[src/rtl/bfs_pkg.sv]
package bfs_pkg;
  typedef enum logic [1:0] {
    RT_OFF     = 2'd0,
    RT_DIRECT  = 2'd1,
    RT_CURRENT = 2'd2,
    RT_OFF_ALT = 2'd3
  } rt_mode_e;

  localparam int NUM_PHASES = 3;
endpackage

[src/rtl/bfs_delay_timer.sv]
module bfs_delay_timer #(
  parameter int DW = 10
) (
  input  logic          clk,
  input  logic          rst_n,
  input  logic          tick,
  input  logic          run,
  input  logic [DW-1:0] limit,
  output logic          hit
);
  logic [DW-1:0] cnt;
  logic [DW-1:0] cnt_inc;
  logic          sat;

  assign cnt_inc = cnt + 1'b1;
  assign hit     = run & tick & ~sat & (cnt_inc == limit);

  always_ff @(posedge clk or negedge rst_n) begin
    if (!rst_n) begin
      cnt <= '0;
      sat <= 1'b0;
    end else if (!run) begin
      cnt <= '0;
      sat <= 1'b0;
    end else if (tick && !sat) begin
      cnt <= cnt_inc;
      sat <= (cnt_inc == limit);
    end
  end
endmodule

[src/rtl/bfs_phase.sv]
module bfs_phase
  import bfs_pkg::*;
#(
  parameter int DW = 10
) (
  input  logic          clk,
  input  logic          rst_n,
  input  logic          tick,
  input  logic          start,
  input  logic          oc,
  input  logic          block,
  input  logic          bt_en,
  input  rt_mode_e      mode,
  input  logic [DW-1:0] rt_lim,
  input  logic [DW-1:0] bt_lim,
  output logic          retrip,
  output logic          backtrip
);
  logic rt_active;
  logic rt_run;
  logic bt_run;
  logic rt_hit;
  logic bt_hit;

  assign rt_active = (mode == RT_DIRECT) || (mode == RT_CURRENT);
  assign rt_run    = start & ~block &
                     ((mode == RT_DIRECT) | ((mode == RT_CURRENT) & oc));
  assign bt_run    = start & ~block & oc;

  bfs_delay_timer #(.DW(DW)) u_rt_tmr (
    .clk(clk), .rst_n(rst_n), .tick(tick), .run(rt_run),
    .limit(rt_lim), .hit(rt_hit)
  );

  bfs_delay_timer #(.DW(DW)) u_bt_tmr (
    .clk(clk), .rst_n(rst_n), .tick(tick), .run(bt_run),
    .limit(bt_lim), .hit(bt_hit)
  );

  always_ff @(posedge clk or negedge rst_n) begin
    if (!rst_n) begin
      retrip <= 1'b0;
    end else if (!start || block || !rt_active) begin
      retrip <= 1'b0;
    end else if (rt_hit) begin
      retrip <= 1'b1;
    end
  end

  always_ff @(posedge clk or negedge rst_n) begin
    if (!rst_n) begin
      backtrip <= 1'b0;
    end else if (!start || block || !bt_en) begin
      backtrip <= 1'b0;
    end else if (bt_hit) begin
      backtrip <= 1'b1;
    end
  end
endmodule

[src/rtl/brkfail_seq.sv]
module brkfail_seq
  import bfs_pkg::*;
#(
  parameter int DW      = 10,
  parameter int MIN_DLY = 50,
  parameter int MAX_DLY = 500
) (
  input  logic          clk,
  input  logic          rst_n,
  input  logic          tick_1ms,
  input  logic [2:0]    int_init,
  input  logic [2:0]    ext_init,
  input  logic [2:0]    oc_flag,
  input  logic [1:0]    retrip_mode,
  input  logic          backtrip_en,
  input  logic          ext_start_en,
  input  logic [DW-1:0] retrip_dly_ms,
  input  logic [DW-1:0] backtrip_dly_ms,
  input  logic          block_in,
  output logic [2:0]    retrip_out,
  output logic [2:0]    backtrip_out,
  output logic          trip_3ph,
  output logic          reclose_block
);
  localparam logic [DW-1:0] LO_LIM = DW'(MIN_DLY);
  localparam logic [DW-1:0] HI_LIM = DW'(MAX_DLY);

  function automatic logic [DW-1:0] clamp_dly(input logic [DW-1:0] v);
    if (v < LO_LIM)      return LO_LIM;
    else if (v > HI_LIM) return HI_LIM;
    else                 return v;
  endfunction

  rt_mode_e          mode;
  logic [DW-1:0]     rt_lim;
  logic [DW-1:0]     bt_lim;
  logic [NUM_PHASES-1:0] start;

  assign mode   = rt_mode_e'(retrip_mode);
  assign rt_lim = clamp_dly(retrip_dly_ms);
  assign bt_lim = clamp_dly(backtrip_dly_ms);
  assign start  = int_init | (ext_init & {NUM_PHASES{ext_start_en}});

  for (genvar p = 0; p < NUM_PHASES; p++) begin : g_ph
    bfs_phase #(.DW(DW)) u_phase (
      .clk(clk), .rst_n(rst_n), .tick(tick_1ms),
      .start(start[p]), .oc(oc_flag[p]), .block(block_in),
      .bt_en(backtrip_en), .mode(mode),
      .rt_lim(rt_lim), .bt_lim(bt_lim),
      .retrip(retrip_out[p]), .backtrip(backtrip_out[p])
    );
  end

  assign trip_3ph      = |backtrip_out;
  assign reclose_block = |backtrip_out;
endmodule

[config.mk]
export PLATFORM = sky130hd
export DESIGN_NAME = brkfail_seq
export DESIGN_NICKNAME = d
export VERILOG_FILES = /design/src/rtl/bfs_pkg.sv /design/src/rtl/bfs_delay_timer.sv /design/src/rtl/bfs_phase.sv /design/src/rtl/brkfail_seq.sv
export SDC_FILE = /design/constraint.sdc
export NUM_CORES = 1
export LEC_CHECK = 0
export ABC_AREA = 1
export BUFFER_PORTS_ARGS = -buffer_cell sky130_fd_sc_hd__buf_2
export CELL_PAD_IN_SITES_DETAIL_PLACEMENT = 1
export CELL_PAD_IN_SITES_GLOBAL_PLACEMENT = 2
export CORE_MARGIN = 4
export CORE_UTILIZATION = 33
export CTS_CLUSTER_SIZE = 28
export DETAILED_ROUTE_END_ITERATION = 16
export PLACE_DENSITY_LB_ADDON = 0.1
export SLEW_MARGIN = 40
export SYNTH_ARGS = -nofsm -noshare
export SYNTH_HDL_FRONTEND = slang
export SYNTH_HIERARCHICAL = 1
export SYNTH_SLANG_ARGS = --single-unit
[constraint.sdc]
create_clock -name clk -period 1.8 [get_ports clk]
set_clock_uncertainty 0.1 [all_clocks]
set_input_delay 0.36 -clock clk [delete_from_list [all_inputs] [get_ports clk]]
set_output_delay 0.36 -clock clk [all_outputs]
set_load 0.01 [all_outputs]
# ---- Yosys cells after proc, flatten, opt, wreduce, memory -nomap -nowiden
# Cells that the tools add are included.
dict set report totals {
  ff_bits 72
  input_bits 37
  output_inout_bits 8
  wordCells 158
}
dict set report classes {
  add_sub_neg 6
  magnitude_cmp 4
  n_eq_ne 14
  muxes 40
  bitwise 42
  reduce_logical 34
}
# operator count
set ops {}
lappend ops {{two-way mux 10 bit} 16}
lappend ops {{adder 10 x 1 -> 10 bit, second input constant} 6}
lappend ops {{== test 10 bit} 6}
lappend ops {{bitwise AND 1 bit} 30}
lappend ops {{two-way mux 1 bit} 24}
lappend ops {{greater-than comparator 10 x 9 -> 1 bit, second input constant} 2}
lappend ops {{< comparator 10 x 6 -> 1 bit, second input constant} 2}
lappend ops {{!= test 2 x 1 -> 1 bit, second input constant} 6}
lappend ops {{nonzero test 2 bit} 6}
lappend ops {{zero test 1 bit} 11}
lappend ops {{logical OR 1 bit} 10}
lappend ops {{inverter 1 bit} 7}
lappend ops {{logical AND 1 bit} 6}
lappend ops {{bitwise AND 3 bit} 1}
lappend ops {{OR 1 bit} 3}
lappend ops {{OR 3 bit} 1}
lappend ops {{OR reduction 3 bit} 1}
lappend ops {{== test 2 x 1 -> 1 bit, second input constant} 1}
lappend ops {{== test 2 bit, second input constant} 1}

# ---- Depth between registers and ports, before layout
dict set report logic_depth {
  word_depth 9
  depth_mapped 18
  ltp_nobuf 18
}

# ---- Modules after synthesis
# The synthesis kept the hierarchy.
# module n_inst cells_each area_each_um2 seq_area_each_um2
set modules_own_cells {}
lappend modules_own_cells {bfs_delay_timer 6 118 762.0 275.3}
lappend modules_own_cells {bfs_phase 3 20 142.6 50.0}
lappend modules_own_cells {brkfail_seq 1 83 399.1 0.0}

# ---- Worst setup path after synthesis
# OpenSTA, ideal clock, no wires.
dict set report synth_path {
  path_kind {input-to-reg}
  start {input retrip_dly_ms[3]}
  end {register g_ph[0].u_phase.retrip}
  setup_ns 0.071
  arrival_time_ns 1.711
  t_required_ns 1.629
  path_slack_ns -0.083
  path_stages 15
  n_path_buf 0
  cell_sequence {nor3_1 -> nand3_1 -> nand2_2 -> nand2_1 -> nor2_1 -> nand2_1 -> nand2_1 -> nand3_1 -> nor2_1 -> nand3_1 -> nor2_1 -> nand4_1 -> inv_1 -> nor2_1 -> nor2_1}
}
dict set report synth_between {
  elab_chain_len 6
}
# item line_no
set synth_lines {}
lappend synth_lines {{from (decl)} brkfail_seq.sv:17} ;# input logic [DW-1:0] retrip_dly_ms,
lappend synth_lines {{greater-than comparator 10 x 9 -> 1 bit} brkfail_seq.sv:30} ;# else if (v > HI_LIM) return HI_LIM;
lappend synth_lines {{two-way mux 10 bit} brkfail_seq.sv:30}
lappend synth_lines {{two-way mux 10 bit *} brkfail_seq.sv:29} ;# if (v < LO_LIM) return LO_LIM;
lappend synth_lines {{net rt_lim[0]} brkfail_seq.sv:35} ;# logic [DW-1:0] rt_lim;
lappend synth_lines {{== test 10 bit *} bfs_delay_timer.sv:16} ;# assign hit = run & tick & ~sat & (cnt_inc == limit);
lappend synth_lines {{bitwise AND 1 bit *} bfs_delay_timer.sv:16}
lappend synth_lines {{net g_ph[0].u_phase.rt_hit} bfs_phase.sv:22} ;# logic rt_hit;
lappend synth_lines {{nonzero test 2 bit (no line) *} n/a}
lappend synth_lines {{to (signal assigned)} bfs_phase.sv:42} ;# retrip <= 1'b0;
lappend synth_lines {{to (signal assigned)} bfs_phase.sv:44} ;# retrip <= 1'b0;
lappend synth_lines {{to (signal assigned)} bfs_phase.sv:46} ;# retrip <= 1'b1;
lappend synth_lines {{to (decl)} bfs_phase.sv:16} ;# output logic retrip,
# Mark *: on every way through the listed nets, which the timed path passes. The rest lies on a longest branch.
# A chain may end at the register's enable or synchronous reset.

# ---- Worst setup path in the final report
dict set report layout_path {
  start {input backtrip_dly_ms[9]}
  end {register g_ph[1].u_phase.backtrip}
}
dict set report layout_between {
  elab_chain_len 6
}
# item line_no
set layout_lines {}
lappend layout_lines {{from (decl)} brkfail_seq.sv:18} ;# input logic [DW-1:0] backtrip_dly_ms,
lappend layout_lines {{greater-than comparator 10 x 9 -> 1 bit} brkfail_seq.sv:30}
lappend layout_lines {{two-way mux 10 bit} brkfail_seq.sv:30}
lappend layout_lines {{two-way mux 10 bit *} brkfail_seq.sv:29}
lappend layout_lines {{net bt_lim[8]} brkfail_seq.sv:36} ;# logic [DW-1:0] bt_lim;
lappend layout_lines {{== test 10 bit *} bfs_delay_timer.sv:16}
lappend layout_lines {{bitwise AND 1 bit *} bfs_delay_timer.sv:16}
lappend layout_lines {{net g_ph[1].u_phase.bt_hit} bfs_phase.sv:23} ;# logic bt_hit;
lappend layout_lines {{nonzero test 2 bit (no line) *} n/a}
lappend layout_lines {{to (signal assigned)} bfs_phase.sv:52} ;# backtrip <= 1'b0;
lappend layout_lines {{to (signal assigned)} bfs_phase.sv:54} ;# backtrip <= 1'b0;
lappend layout_lines {{to (signal assigned)} bfs_phase.sv:56} ;# backtrip <= 1'b1;
lappend layout_lines {{to (decl)} bfs_phase.sv:17} ;# output logic backtrip
# Marked as above.

==> results by group <==
Setup path
  • CP most frequent cell: nor2_1
  • Critical Path End Type: flop
  • Worst R2R Setup Slack: -0.08 ns
  • CP Max Fanout: 6
  • CP max stage delay: between 0.2 and 0.3 ns
  • Buf/Inv on CP: 3
  • Cell Chain, Critical Path: buf_6 > or2_4 > nor2_4 > nand3b_4 > nand2_4 > nor2_4 > inv_1 > nand2_1 > nand2_1 > nand3_1 > nor2_1 > nand3_1 > nor2_2 > nand4_1 > inv_1 > nor2_1 > nor2_1
  • FF-to-FF End: g_ph[2].u_phase/backtrip
  • Reg2reg path depth: 10
  • WP data arrival: between 2 and 2.5 ns
  • CP Launch Type: input port
  • Slowest cell on crit path: or2_4
  • R2r startpoint: g_ph[2].u_phase/u_bt_tmr/cnt[0]
  • Worst path required time: 1.97 ns
  • Cell family with most CP delay: simple AND/OR/NAND/NOR gates
  • Critical path class: input port to flop

Cells and area
  • Register Area: 0.00180 mm²
  • Final design utilization: around 46%
  • ANT cells: 0
  • Net count, final: roughly 1,000
  • Area grow syn2layout: 37.2%
  • Multi-input logic area: roughly 0.0036 mm²
  • Fin area: 0.00741 mm²
  • Share of layout cells above drive strength 1: a little over a quarter
  • FILL cells: 2,104

Global route
  • GRT Util Overall: around 21%
  • Congestion Overflow GR: 0
  • Initial antenna violation count: 0
  • First-pass GRT wire length: between 30,000 and 40,000 µm
  • Largest net degree at the start of global routing: 73
  • Vias in the first global route: around 6,500

Synth
  • Synthesized area per cell: ~6.3 µm²
  • Synth cell types: 28
  • Largest family of logic cells by synthesized area: simple AND/OR/NAND/NOR gates
  • Mapped Cells: 851
  • Mux cell area share after synthesis: 0%
  • Synth Register Bits: 72
  • Warning count from the yosys run: 6
  • Synth Area in Compound Gates: about a tenth
  • Synth area leaders: dfrtp_1 (33%), nand2_1 (20%), inv_1 (9.2%), nand3_1 (6.9%), nor2_1 (6.5%)
  • Post-synth top area share: about 33%
  • Synth Area in XOR/XNOR: slightly below 2%
  • Sequential cell area fraction in the yosys report: roughly 33%
  • Simple-Gate Fraction of Synth Area: between 40% and 50%
  • Adder-Cell Fraction of Synth Area: 2.78%
  • Mapped Area: roughly 0.0054 mm²
  • Synth area leader: dfrtp_1

Clock tree
  • CTS max path bufs: 2
  • CTS Sinks: 72
  • CTS buffer count: 9
  • Worst-skew pair later-pin latency: approximately 0.34 ns
  • Clk pin slew, worst setup/hold paths: 0.07 ns
  • TritonCTS clock tree: yes
  • Htree depth: 3
  • Clock root buffer: clkbuf_16

Detailed routing
  • Number of routed nets with antenna violations: 0
  • Wire per inst: approximately 16 µm
  • DRC errors left: 0
  • Vias: approximately 6,000
  • First-pass DRT Iterations: 4
  • Total wire length: a little under 20,000 µm
  • Initial DRC count: roughly 240
  • Post-DR vias/cell: just under 5

Placement
  • IO Port Bufs: 44
  • Placer's final routability congestion estimate: about 0.84
  • Placed cell area: approximately 0.0065 mm²
  • Pre-CTS setup slack: -0.554 ns
  • DPL Wire Length: between 10,000 and 15,000 µm

Worst hold path
  • Hold path startpoint: backtrip_en
  • Worst Hold Path EP: g_ph[2].u_phase/backtrip
  • Tightest Hold Check Type: input port to flop
  • Worst Hold Depth: 3

Die
  • # IOs: 45
  • Die X: approximately 140 µm
  • Core Region: 0.0159 mm²
  • Cell Rows: between 40 and 50
  • Die area: between 0.015 and 0.02 mm²
  • Chip height: 136 µm
  • Initial Util: 33.9%

STA
  • Final Critical Period: roughly 1.9 ns
  • Fmax: around 530 MHz
  • Worst slew pin tran: roughly 0.82 ns
  • Final period util: 105%
  • Final WS setup: -0.0924 ns
  • Slew Viols, Final: 0
  • Unrepaired setup endpoints after global routing: yes
  • # setup viols final: 7
  • Worst slew margin: between 40% and 50%
  • Final hold violation count: 0

Power
  • Static leakage: 3.44 nW
  • Total power: about 4.2 mW
  • VDD IR max: approximately 0.4 mV
  • Pwr dens: approximately 570 mW/mm²

Job
  • MaxCap Viol Count: 0

Status
  • Status: finished, violations left
  • Failing checks: setup timing
-- worst max path at each step --
stage / start / to / cells after the start
CTS: backtrip_dly_ms[5] / g_ph[1].u_phase/backtrip / 17
floorplan: backtrip_dly_ms[9] / g_ph[0].u_phase/backtrip / 16
global placement: backtrip_dly_ms[1] / g_ph[1].u_phase/backtrip / 18
detailed placement: backtrip_dly_ms[5] / g_ph[1].u_phase/backtrip / 17
global route: backtrip_dly_ms[9] / g_ph[2].u_phase/backtrip / 18
finish: backtrip_dly_ms[9] / g_ph[1].u_phase/backtrip / 17
-- cell families (layout without fill, tap and decap cells) --
| kind of cell | after synthesis | after routing |
|---|---|---|
| XOR/XNOR | 12 | 12 |
| adder cells (fa/ha/maj) | 12 | 12 |
| AND/OR/NAND/NOR | 525 | 525 |
| buffers and inverters | 143 | 278 |
| flip-flops | 72 | 72 |
| AO/OA/AOI/OAI | 86 | 86 |
| other | 1 | 12 |
-- where the power goes --
part           switching (mW)  total, mW  internal [mW]
clock network           0.775       1.99           1.21
registers             0.00547       1.63           1.62
logic                   0.351      0.604          0.253
total                    1.13       4.22           3.09
-- area by class of cell --
class,instances,share of cell area [%]
clock inverters,6,1.13
clock buffers,10,3.09
flip-flops and latches,72,24.4
multi-input cells,647,48.5
inverters,142,7.40
well taps,216,3.65
repair buffers,120,11.9
-- state kept, by name (all words and copies together), names as in the netlist --
register	count
g_ph.u_phase/u_bt_tmr/sat	3
g_ph.u_phase/retrip	3
g_ph.u_phase/u_rt_tmr/cnt	30
g_ph.u_phase/u_bt_tmr/cnt	30
g_ph.u_phase/u_rt_tmr/sat	3
g_ph.u_phase/backtrip	3
-- cell usage in the layout, fill, tap and decap left out, drive strengths merged, types with 27 or more instances in the layout --
cell type,synthesis,layout
nor2,105,105
nand3b,27,27
nand3,74,74
o22ai,48,48
nand2,296,296
dfrtp,72,72
buf,1,119
inv,141,141
o21ai,30,30
-- what timing repair did --
| action | CTS | global route |
|---|---|---|
| pin swaps | 24 | 54 |
| endpoints found under the setup margin | 11 | 14 |
| resized for setup | 59 | 93 |
| setup buffers | 3 | 2 |
| hold buffers | 1 | 0 |
| hold endpoints to repair | 72 | 0 |
-- per-layer routing --
metal | part of all wire, % | vias up | track usage (%)
met1 | 41 | 2905 | 24.1
met3 | 2.2 | 35 | 2.33
met4 | 2.8 | 0 | 7.50
li1 | - | 2978 | -
met2 | 54 | 81 | 41.6
met5 | 0 | - | 0
-- stage by stage --
stage / cells / hold slack [ns] / setup TNS, ns
2_1_floorplan: 862 / -0.0356 / -0.0398
3_3_place_gp: 1191 / 0.326 / -5.61
3_5_place_dp: 1191 / 0.322 / -6.78
4_1_cts: 1211 / 0.178 / -0.192
5_1_grt: 1213 / 0.196 / -1.89
6_report: 1213 / 0.184 / -0.408
-- cell usage after synthesis, drive strengths merged --
cell / instances
and2: 6
nand3: 74
nand2: 296
nor2: 105
a21oi: 5
o22ai: 48
a21o: 3
o21ai: 30
xnor2: 12
ha: 12
dfrtp: 72
nand3b: 27
clkinv: 1
inv: 141
nor3: 8
nand4: 6
or3: 1
or2: 2
conb: 1
buf: 1
-- worst register-to-register path, delay by kind of cell, from the launching register on --
| family | cells | cell delay [ns] |
|---|---|---|
| adder cells (fa/ha/maj) | 1 | 0.33 |
| AND/OR/NAND/NOR | 7 | 0.69 |
| XOR/XNOR | 1 | 0.23 |
| buffers and inverters | 1 | 0.09 |
| flip-flops | 1 | 0.39 |
Note: power is estimated with default switching activity, not from simulation.
